<file path="config.mk">
export PLATFORM = sky130hd
export DESIGN_NAME = can_basic_buf
export DESIGN_NICKNAME = d
export VERILOG_FILES = /design/src/rtl/can_basic_buf.sv
export SDC_FILE = /design/constraint.sdc
export NUM_CORES = 1
export LEC_CHECK = 0
export BUFFER_PORTS_ARGS = -buffer_cell sky130_fd_sc_hd__buf_2
export CAP_MARGIN = 10
export CORE_AREA = 5 5 161 163
export CTS_CLUSTER_DIAMETER = 200
export DETAILED_ROUTE_END_ITERATION = 16
export DIE_AREA = 0 0 166 168
export PLACE_DENSITY = 0.65
export SLEW_MARGIN = 20
export SYNTH_ARGS = -nofsm -noshare
export SYNTH_HDL_FRONTEND = slang
export SYNTH_SLANG_ARGS = --single-unit
</file>
<file path="constraint.sdc">
create_clock -name clk -period 1.7 [get_ports clk]
set_clock_uncertainty 0.2 [all_clocks]
set_input_delay 0.51 -clock clk [delete_from_list [all_inputs] [get_ports clk]]
set_output_delay 0.51 -clock clk [all_outputs]
set_load 0.01 [all_outputs]
</file>
<file path="src/rtl/can_basic_buf.sv">
module can_basic_buf #(
  parameter int ID_W   = 29,
  parameter int DATA_W = 64,
  parameter int CTRL_W = 16
) (
  input  logic              clk,
  input  logic              rst_n,
  input  logic              basic_en,
  input  logic [1:0]        pin_sel,
  input  logic              hw_tx_we,
  input  logic [ID_W-1:0]   hw_tx_id,
  input  logic [3:0]        hw_tx_dlc,
  input  logic [DATA_W-1:0] hw_tx_data,
  input  logic              hw_tx_req_set,
  input  logic              hw_tx_req_clr,
  input  logic              hw_rx_snap,
  input  logic              hw_rx_clr_flags,
  input  logic              eng_bus_idle,
  input  logic              eng_tx_done,
  input  logic              eng_tx_fail,
  input  logic              eng_rx_done,
  input  logic [ID_W-1:0]   eng_sh_id,
  input  logic [3:0]        eng_sh_dlc,
  input  logic [DATA_W-1:0] eng_sh_data,
  input  logic              eng_tx_bit,
  input  logic              eng_sample_pt,
  output logic              eng_load,
  output logic              tx_busy,
  output logic [ID_W-1:0]   tx_id,
  output logic [3:0]        tx_dlc,
  output logic [DATA_W-1:0] tx_data,
  output logic [ID_W-1:0]   rx_id,
  output logic [3:0]        rx_dlc,
  output logic [DATA_W-1:0] rx_data,
  output logic [CTRL_W-1:0] rx_ctrl,
  output logic              can_tx
);
  localparam int PAD_W = CTRL_W - 2 - 4;

  typedef enum logic [1:0] {TX_IDLE, TX_PEND, TX_ACTIVE} tx_st_t;

  tx_st_t tx_st;
  logic   rx_new, rx_lost, rx_cap;

  assign tx_busy = (tx_st != TX_IDLE);
  assign rx_cap  = basic_en && (eng_rx_done || hw_rx_snap);
  assign rx_ctrl = {rx_new, rx_lost, {PAD_W{1'b0}}, rx_dlc};

  always_ff @(posedge clk) begin
    if (!rst_n) begin
      tx_st    <= TX_IDLE;
      eng_load <= 1'b0;
    end else begin
      eng_load <= 1'b0;
      if (!basic_en) begin
        tx_st <= TX_IDLE;
      end else begin
        case (tx_st)
          TX_IDLE:   if (hw_tx_req_set) tx_st <= TX_PEND;
          TX_PEND:
            if (hw_tx_req_clr) tx_st <= TX_IDLE;
            else if (eng_bus_idle) begin
              tx_st    <= TX_ACTIVE;
              eng_load <= 1'b1;
            end
          TX_ACTIVE:
            if (hw_tx_req_clr || eng_tx_done) tx_st <= TX_IDLE;
            else if (eng_tx_fail) tx_st <= TX_PEND;
          default:   tx_st <= TX_IDLE;
        endcase
      end
    end
  end

  always_ff @(posedge clk) begin
    if (!rst_n) begin
      tx_id   <= '0;
      tx_dlc  <= '0;
      tx_data <= '0;
    end else if (hw_tx_we && !tx_busy) begin
      tx_id   <= hw_tx_id;
      tx_dlc  <= hw_tx_dlc;
      tx_data <= hw_tx_data;
    end
  end

  always_ff @(posedge clk) begin
    if (!rst_n) begin
      rx_id   <= '0;
      rx_dlc  <= '0;
      rx_data <= '0;
      rx_new  <= 1'b0;
      rx_lost <= 1'b0;
    end else if (rx_cap) begin
      rx_id   <= eng_sh_id;
      rx_dlc  <= eng_sh_dlc;
      rx_data <= eng_sh_data;
      rx_new  <= 1'b1;
      rx_lost <= rx_lost | rx_new;
    end else if (hw_rx_clr_flags) begin
      rx_new  <= 1'b0;
      rx_lost <= 1'b0;
    end
  end

  always_comb begin
    case (pin_sel)
      2'd0:    can_tx = eng_tx_bit;
      2'd1:    can_tx = eng_sample_pt;
      2'd2:    can_tx = 1'b0;
      default: can_tx = 1'b1;
    endcase
  end

  a_r3_tx_set_locked: assert property (@(posedge clk) disable iff (!rst_n)
    tx_busy |=> $stable(tx_id) && $stable(tx_dlc) && $stable(tx_data));

  a_r4_load_after_idle: assert property (@(posedge clk) disable iff (!rst_n)
    eng_load |-> $past(eng_bus_idle) && $past(tx_busy));

  a_r4_load_single: assert property (@(posedge clk) disable iff (!rst_n)
    eng_load |=> !eng_load);

  a_r5_done_clears: assert property (@(posedge clk) disable iff (!rst_n)
    (tx_busy && eng_tx_done && !eng_load && tx_st == TX_ACTIVE) |=> !tx_busy);

  a_r7_abort: assert property (@(posedge clk) disable iff (!rst_n)
    (tx_busy && hw_tx_req_clr) |=> !tx_busy && !eng_load);

  a_r10_newdat_on_capture: assert property (@(posedge clk) disable iff (!rst_n)
    rx_cap |=> rx_ctrl[CTRL_W-1]);

  a_r10_lost_on_overwrite: assert property (@(posedge clk) disable iff (!rst_n)
    (rx_cap && rx_ctrl[CTRL_W-1]) |=> rx_ctrl[CTRL_W-2]);

  a_r11_disabled_idle: assert property (@(posedge clk) disable iff (!rst_n)
    !basic_en |=> !tx_busy);

  a_r12_no_override_in_mode: assert property (@(posedge clk) disable iff (!rst_n)
    basic_en |-> pin_sel == 2'd0);
endmodule

</file>
# Word level (Yosys, flattened, before mapping)

Index checks and enable logic that the tools add are counted.

Register bits: 199
Latch bits: 0
Bits in writable memories: 0
ROM bits: 0
Output and inout port bits: 213
Word-level logic and storage cells: 44
Memories kept: 0

$add $sub $neg: 0
Multiply operators: 0
Div/mod/pow operators: 0
$lt $le $gt $ge: 0
Equal/unequal tests: 7
Shifts and indexed selects: 0
Mux-type cells: 11
Bitwise gates (word level): 4
Reduce and logical (&&, ||, !) cells: 12

Operator list:

| operator                                                               | count |
|---|---|
| 2-bit two-way mux                                                      | 5 |
| 3-bit inequality test (second input constant)                          | 2 |
| 2-bit one-hot mux with 3 select lines                                  | 1 |
| 2-bit by 1-bit equality test with 1-bit output (second input constant) | 2 |
| 2-bit equality test (second input constant)                            | 2 |
| 2-bit zero test                                                        | 2 |
| 1-bit two-way mux                                                      | 4 |
| 2-bit nonzero test                                                     | 2 |
| 4-bit OR reduction                                                     | 1 |
| 1-bit NOT                                                              | 3 |
| 1-bit one-hot mux with 3 select lines                                  | 1 |
| 3-bit AND reduction                                                    | 1 |
| 1-bit logical AND                                                      | 2 |
| 1-bit logical OR                                                       | 2 |
| 2-bit inequality test (second input constant)                          | 1 |
| 2-bit AND reduction                                                    | 1 |
| 1-bit zero test                                                        | 1 |
| 1-bit OR                                                               | 1 |

# Depth between registers and ports, before layout

Gate-level depths: netlist of the first run.

Depth after elaboration: 3
Gate-level depth with buffers: 7
Depth with buffers taken out: 3

# Worst setup path after synthesis of the first run

Ideal clock, no wire load.

Path type: in2reg
From: input port hw_tx_we
To: register tx_data[37]
Library setup time: 0.116 ns
Arrival: 1.334 ns
Data required time: 1.384 ns
Setup slack: 0.050 ns
Stages: 6
Path through: or3b_1 buf_2 buf_6 buf_6 nand2_1 a21boi_1

Cells in the longest elaborated chain, start to end: 1

Ends and longest elaborated chain:

| what                 | line | RTL |
|---|---|---|
| start, declared      | 10   | `input logic hw_tx_we,` |
| 1-bit logical AND    | 80   | `end else if (hw_tx_we && !tx_busy) begin` |
| end signal, assigned | 83   | `tx_data <= hw_tx_data;` |
| end, declared        | 31   | `output logic [DATA_W-1:0] tx_data,` |

No other way between the ends.
A chain may end at the register's enable or synchronous reset.

# Worst setup path after layout of the first run

From: register tx_st[1]
To: output port tx_busy

Cells in the longest elaborated chain, start to end: 1

Ends and longest elaborated chain:

| what                   | line | RTL |
|---|---|---|
| start, declared        | 42   | `tx_st_t tx_st;` |
| start signal, assigned | 51   | `tx_st <= TX_IDLE;` |
| start signal, assigned | 56   | `tx_st <= TX_IDLE;` |
| start signal, assigned | 59   | `TX_IDLE: if (hw_tx_req_set) tx_st <= TX_PEND;` |
| 2-bit nonzero test     | 45   | `assign tx_busy = (tx_st != TX_IDLE);` |
| end, declared          | 28   | `output logic tx_busy,` |

No other way between the ends.

==> results of run 1 <==
[worst max path at each step]
stage	from	endpoint	slack [ns]	depth (start not counted)
3_3_place_gp	basic_en	rx_data[45]$_SDFFE_PN0P_	-0.02	5
4_1_cts	tx_st[1]$_SDFFE_PN0P_	tx_busy	-0.17	2
6_report	tx_st[1]$_SDFFE_PN0P_	tx_busy	-0.13	2
5_1_grt	tx_st[1]$_SDFFE_PN0P_	tx_busy	-0.18	2
2_1_floorplan	hw_tx_we	tx_data[37]$_SDFFE_PN0P_	0.05	6
3_5_place_dp	basic_en	rx_data[16]$_SDFFE_PN0P_	-0.07	5
[worst reg2reg max path: stages (launching register included)]
cell and delay [ns]:
dfxtp_4 0.35, buf_4 0.16, or3b_4 0.51, clkbuf_16 0.25
nand2_1 0.09, a21boi_0 0.07
[per-layer routing]
metal | vias up | GRT usage (%) | routed length [um]
li1 | 3670 | - | -
met1 | 3317 | 18.73 | 10220
met2 | 317 | 28.18 | 12480
met3 | 24 | 7.362 | 2547
met4 | 2 | 4.053 | 363
met5 | - | 0 | 7
[sequential cells by signal, indices dropped and copies added (netlist names)]
signal	count
rx_data	64
tx_data	64
tx_id	29
tx_st	2
tx_dlc	4
rx_lost	1
eng_load	1
rx_dlc	4
rx_id	29
rx_new	1
[layout make-up]
type / instances / area, um2
clock buffers: 19 / 432.9
multi-input cells: 618 / 3166
clock inverters: 13 / 137.6
flip-flops and latches: 199 / 4010
fillers: 2371 / 13060
diodes: 1 / 2.502
well taps: 324 / 405.4
repair buffers: 471 / 2964
[stage by stage]
step	std cells	util [%]	power [W]	TNS, ns	setup WS, ns
after CTS	1631	44.65	0.01072	-0.1676	-0.1676
after global placement	1597	42.14	0.006667	-0.3205	-0.02434
after floorplan	897	-	0.005872	0	0.04958
after global routing	1644	45.98	0.01122	-3.095	-0.1813
after detailed placement	1597	42.14	0.006692	-1.750	-0.06704
final	1645	45.99	0.01067	-0.5661	-0.1321
[what timing repair did]
action                     in CTS  in global routing
pin swaps                       0                  4
cloned                          0                 11
setup endpoints to repair       5                 42
gates resized for setup        10                 56
setup buffers                   2                  2
[synthesized netlist by cell type, types with 2 or more instances]
| cell type | number |
|---|---|
| a211oi_1 | 3 |
| a21boi_0 | 158 |
| a21boi_1 | 37 |
| buf_2 | 15 |
| buf_4 | 19 |
| buf_6 | 5 |
| clkbuf_1 | 42 |
| dfxtp_1 | 199 |
| nand2_1 | 393 |
| nor2_1 | 2 |
| nor3_1 | 2 |
[where the power goes]
group / switching (W) / leakage, nW / internal, W
Combinational: 0.000845 / 3.41 / 0.000804
Sequential: 0.000130 / 1.64 / 0.00493
Clock: 0.00200 / 0.279 / 0.00196
Total: 0.00298 / 5.34 / 0.00769
[cell families after synthesis]
family	after synthesis	share of synthesized area, %
and+or+nand+nor	404	20.76
AOI/OAI and AO/OA	203	20.29
DFF	199	53.14
buffers and inverters	81	5.758
other	1	0.05002
==> results.json, run 1 <==
{
  "outcome": "finished with violations",
  "violations": "negative setup slack",
  "avgRoutedWirePerCell_um": 15.58,
  "ant_nets": 0,
  "dp_hpwl_um": 18280,
  "rsz0062_at_grt": "yes",
  "rr_startpoint": "tx_st[0]$_SDFFE_PN0P_",
  "netlist_instances": 888,
  "numCtsBuffers": 17,
  "initial_core_util_pct": 31.01,
  "antenna_found_initial": 1,
  "yosysTopAreaCellShare_pct": 53.14,
  "clkTransAtPathRegs_ns": 0.08,
  "hold_path_end": "eng_load$_SDFF_PP0_",
  "die_w_um": 166,
  "layout_worst_path_cycle_share_pct": 107.8,
  "layout_common_cells": "buf_2 (407), nand2_1 (393), dfxtp_1 (182), a21boi_0 (127), a21boi_1 (66)",
  "cp-end-kind": "output pin",
  "cts_tree": "built",
  "grt_max_degree": 62,
  "grtUsageTotal_pct": 16.40,
  "coreArea_um2": 24180,
  "hold_buffers": 0,
  "worstRegToRegCells": 5,
  "start_kind": "register",
  "avgSynthCellArea_um2": 8.443,
  "clock_latency_ns": 0.42,
  "setup_ws_ns": -0.1321,
  "route.detailed.drc": 0,
  "hold_depth": 2,
  "place.gp.congestion": 0.8362,
  "portBuffers": 412,
  "yosysSeqAreaShare_pct": 53.14,
  "synth.area.top_cells": "dfxtp_1 (53%), nand2_1 (20%), a21boi_0 (16%)",
  "fin_crit_ns": 1.832,
  "r2r_end": "tx_id[10]$_SDFFE_PN0P_",
  "min_path_type": "primary input to register",
  "cp_cell_sequence": "or2_4 > buf_6",
  "ys_ff_latch": 199,
  "rows": 57,
  "clock_path_buffers": 2,
  "dr.pass1.iters": 5,
  "slowest_delay_ns": 0.34,
  "cp_slowest_cell": "dfxtp_4",
  "finalSetupViolCount": 29,
  "layout-drive-gt1-share_pct": 40.15,
  "fp.dieArea_um2": 27890,
  "syn-cell-area_um2": 7497,
  "design.portCount": 423,
  "cp.required_ns": 0.99,
  "critical_path_class": "register to output pin",
  "nets": 1517,
  "synth_top_cell_by_area": "dfxtp_1",
  "via_per_inst": 4.456,
  "crit_family": "flip-flops",
  "overflow": 0,
  "final_area_um2": 11120,
  "hold_violations": 0,
  "clock.fmax_ghz": 0.5458,
  "async_reset_ff_share_pct": 0,
  "grt_pass1_wl_um": 37610,
  "slew_violations": 0,
  "synth_top_flop_cell": "dfxtp_1",
  "drv_cap": 0,
  "place_area_um2": 10190,
  "critPathMaxFanout": 2,
  "drtIter0Drc": 349,
  "power.density_nw_per_um2": 959.6,
  "mostFrequentLayoutCell": "buf_2",
  "yosys_warnings": 0,
  "ys_types": 24,
  "drt-total-wl_um": 25620,
  "clock_sink_count": 199,
  "leakage_nw": 5.336,
  "min_from": "hw_tx_req_clr",
  "r2r_slack_ns": -0.04,
  "via_count": 7330,
  "fin_hold_ws_ns": 0.09934,
  "areaGrowthSynthToFinish_pct": 48.30,
  "root_buffer": "clkbuf_16",
  "cp.arrival_ns": 1.12,
  "ir_drop_uv": 493.8,
  "crit_buf_inv": 1,
  "fp.dieH_um": 168,
  "synth_enable_flop_cells": 0,
  "ctsHtreeMaxLevel": 4,
  "grt_pass1_vias": 7079
}
Power figures use the tool's default switching activity.
==> run 2, diff against run 1 <==
- RECOVER_POWER: not set -> 25
==> results.json, run 2 (synthesized netlist as in run 1, its figures left out) <==
{
  "outcome": "finished with violations",
  "violations": "negative setup slack",
  "nets": 1517,
  "clkTransAtPathRegs_ns": 0.08,
  "p_sw_w": 0.002968,
  "reg_top3": "rx_data x64, tx_data x64",
  "avgRoutedWirePerCell_um": 15.57,
  "grt_max_degree": 62,
  "fillers": 2382,
  "via_count": 7333,
  "dr.pass1.iters": 4,
  "gr-usage-met1_pct": 18.73,
  "relSlewSlack_pct": 55.80,
  "swShare_pct": 27.90,
  "numCtsBuffers": 17,
  "clock.fmax_ghz": 0.5458,
  "areaGrowthSynthToFinish_pct": 47.26,
  "clock_sink_count": 199,
  "via_per_inst": 4.458,
  "grt_util_met3_pct": 7.362,
  "fin_crit_ns": 1.832,
  "r2r_slack_ns": -0.04,
  "drtIter0Drc": 369,
  "mostFrequentLayoutCell": "buf_2",
  "start_kind": "register",
  "antenna_found_initial": 1,
  "ctsHtreeMaxLevel": 4,
  "crit_buf_inv": 1,
  "p_int_w": 0.007669,
  "clock_path_buffers": 2,
  "drt-total-wl_um": 25610,
  "die_w_um": 166,
  "finalSetupViolCount": 28,
  "layout_common_cells": "buf_2 (406), nand2_1 (393), dfxtp_1 (182), a21boi_0 (133), a21boi_1 (60)",
  "tns_ns": -0.5522,
  "fp.dieH_um": 168,
  "cp.arrival_ns": 1.12,
  "grt_pass1_wl_um": 37610,
  "ant_nets": 0,
  "route.detailed.drc": 0,
  "setup_ws_ns": -0.1322,
  "fin_hold_ws_ns": 0.09663,
  "coreArea_um2": 24180,
  "layout_worst_path_cycle_share_pct": 107.8,
  "min_path_type": "primary input to register",
  "slowest_delay_ns": 0.34,
  "rsz0062_at_grt": "yes",
  "pre_cts_slack_ns": -0.06704,
  "power.density_nw_per_um2": 963.5,
  "cp_cell_sequence": "or2_4 > buf_6",
  "rr_startpoint": "tx_st[0]$_SDFFE_PN0P_",
  "crit_path_start": "tx_st[1]$_SDFFE_PN0P_",
  "worstRegToRegCells": 5,
  "pwr-share-comb_pct": 15.2,
  "leakage_nw": 5.297,
  "grtUsageTotal_pct": 16.40,
  "multi_input_area_um2": 3154,
  "place_inst": 1597,
  "critical_path_class": "register to output pin",
  "ir_drop_uv": 493.8,
  "hold_violations": 0,
  "initial_core_util_pct": 31.01,
  "cp-end-kind": "output pin",
  "p_clk_share_pct": 37.2,
  "slew_violations": 0,
  "root_buffer": "clkbuf_16",
  "overflow": 0,
  "critPathMaxFanout": 2,
  "fp.dieArea_um2": 27890,
  "grt_pass1_vias": 7079,
  "cts_tree": "built",
  "worstSetupEndpoint": "tx_busy",
  "final_cells": 1645,
  "top_usage_layer": "met2",
  "dp_hpwl_um": 18280,
  "design.portCount": 423,
  "clock_latency_ns": 0.42,
  "layout-drive-gt1-share_pct": 39.77,
  "rows": 57,
  "worstMarginPinSlew_ns": 0.6630,
  "cp.required_ns": 0.99,
  "r2r_end": "tx_id[10]$_SDFFE_PN0P_",
  "crit_cells": 2,
  "place.gp.congestion": 0.8362,
  "seq_area_um2": 4010,
  "portBuffers": 412,
  "grt_util_met2_pct": 28.18,
  "drv_cap": 0,
  "crit_family": "flip-flops",
  "seq_power_share_pct": 47.5,
  "cp_slowest_cell": "dfxtp_4"
}
## run 2: cell types whose count changed in the layout (fill, tap and decap cells not counted), moves of 3 or more
cell      before  now
a21boi_0     127  133
a21boi_1      66   60
buf_12        20   16
clkbuf_1       2    6
buf_4         29   26
clkbuf_2       0    3
## run 2: worst min path at each step
stage                                           to                startpoint  slack [ns]  cells after the start
after floorplan                rx_new$_SDFFE_PN0P_       rx_new$_SDFFE_PN0P_        0.27                      2
after global placement      tx_dlc[1]$_SDFFE_PN0P_    tx_dlc[1]$_SDFFE_PN0P_        0.24                      2
after detailed placement  tx_data[51]$_SDFFE_PN0P_  tx_data[51]$_SDFFE_PN0P_        0.24                      2
after CTS                      eng_load$_SDFF_PP0_             hw_tx_req_clr        0.07                      2
after global routing           eng_load$_SDFF_PP0_             hw_tx_req_clr        0.08                      2
final                          eng_load$_SDFF_PP0_             hw_tx_req_clr         0.1                      2
## run 2: power groups by stage
stage / logic (W) / clock network [W] / registers, W
after floorplan: 0.000586 / 0 / 0.00529
after CTS: 0.00153 / 0.00413 / 0.00506
after global routing: 0.00178 / 0.00432 / 0.00509
final: 0.00162 / 0.00396 / 0.00506
after global placement: 0.00151 / 0 / 0.00516
after detailed placement: 0.00153 / 0 / 0.00517
## run 2: final cells by class
cell class	instances	area share [%]
Tap cell	324	3.672
Antenna cell	1	0.02267
Timing Repair Buffer	471	26.25
Clock inverter	13	1.247
Multi-Input combinational cell	618	28.57
Sequential cell	199	36.32
Clock buffer	19	3.921
## run 2: metal layers
metal	up-vias	wire length, um
met5	-	7
met4	2	366
met3	26	2549
met2	328	12460
met1	3309	10230
li1	3668	-
## run 2: metrics by stage
step	total power (W)	cell area [um2]	util, %
CTS	0.01072	10800	44.65
global route	0.01119	11040	45.66
finish	0.01064	11040	45.67
global placement	0.006667	10190	42.14
floorplan	0.005872	7531	-
detailed placement	0.006692	10190	42.14
## run 2: what timing repair did
item,in CTS,in global routing
hold buffers,0,0
cloned,0,11
hold endpoints to repair,0,0
setup endpoints to repair,5,42
pin swaps,0,4
resized for setup,10,56
buffers inserted,2,2
## run 2: worst reg2reg max path: stages, from the launching register on
cell and delay, ns:
dfxtp_4 0.35, buf_4 0.16, or3b_4 0.51, clkbuf_16 0.25, nand2_1 0.09, a21boi_0 0.07
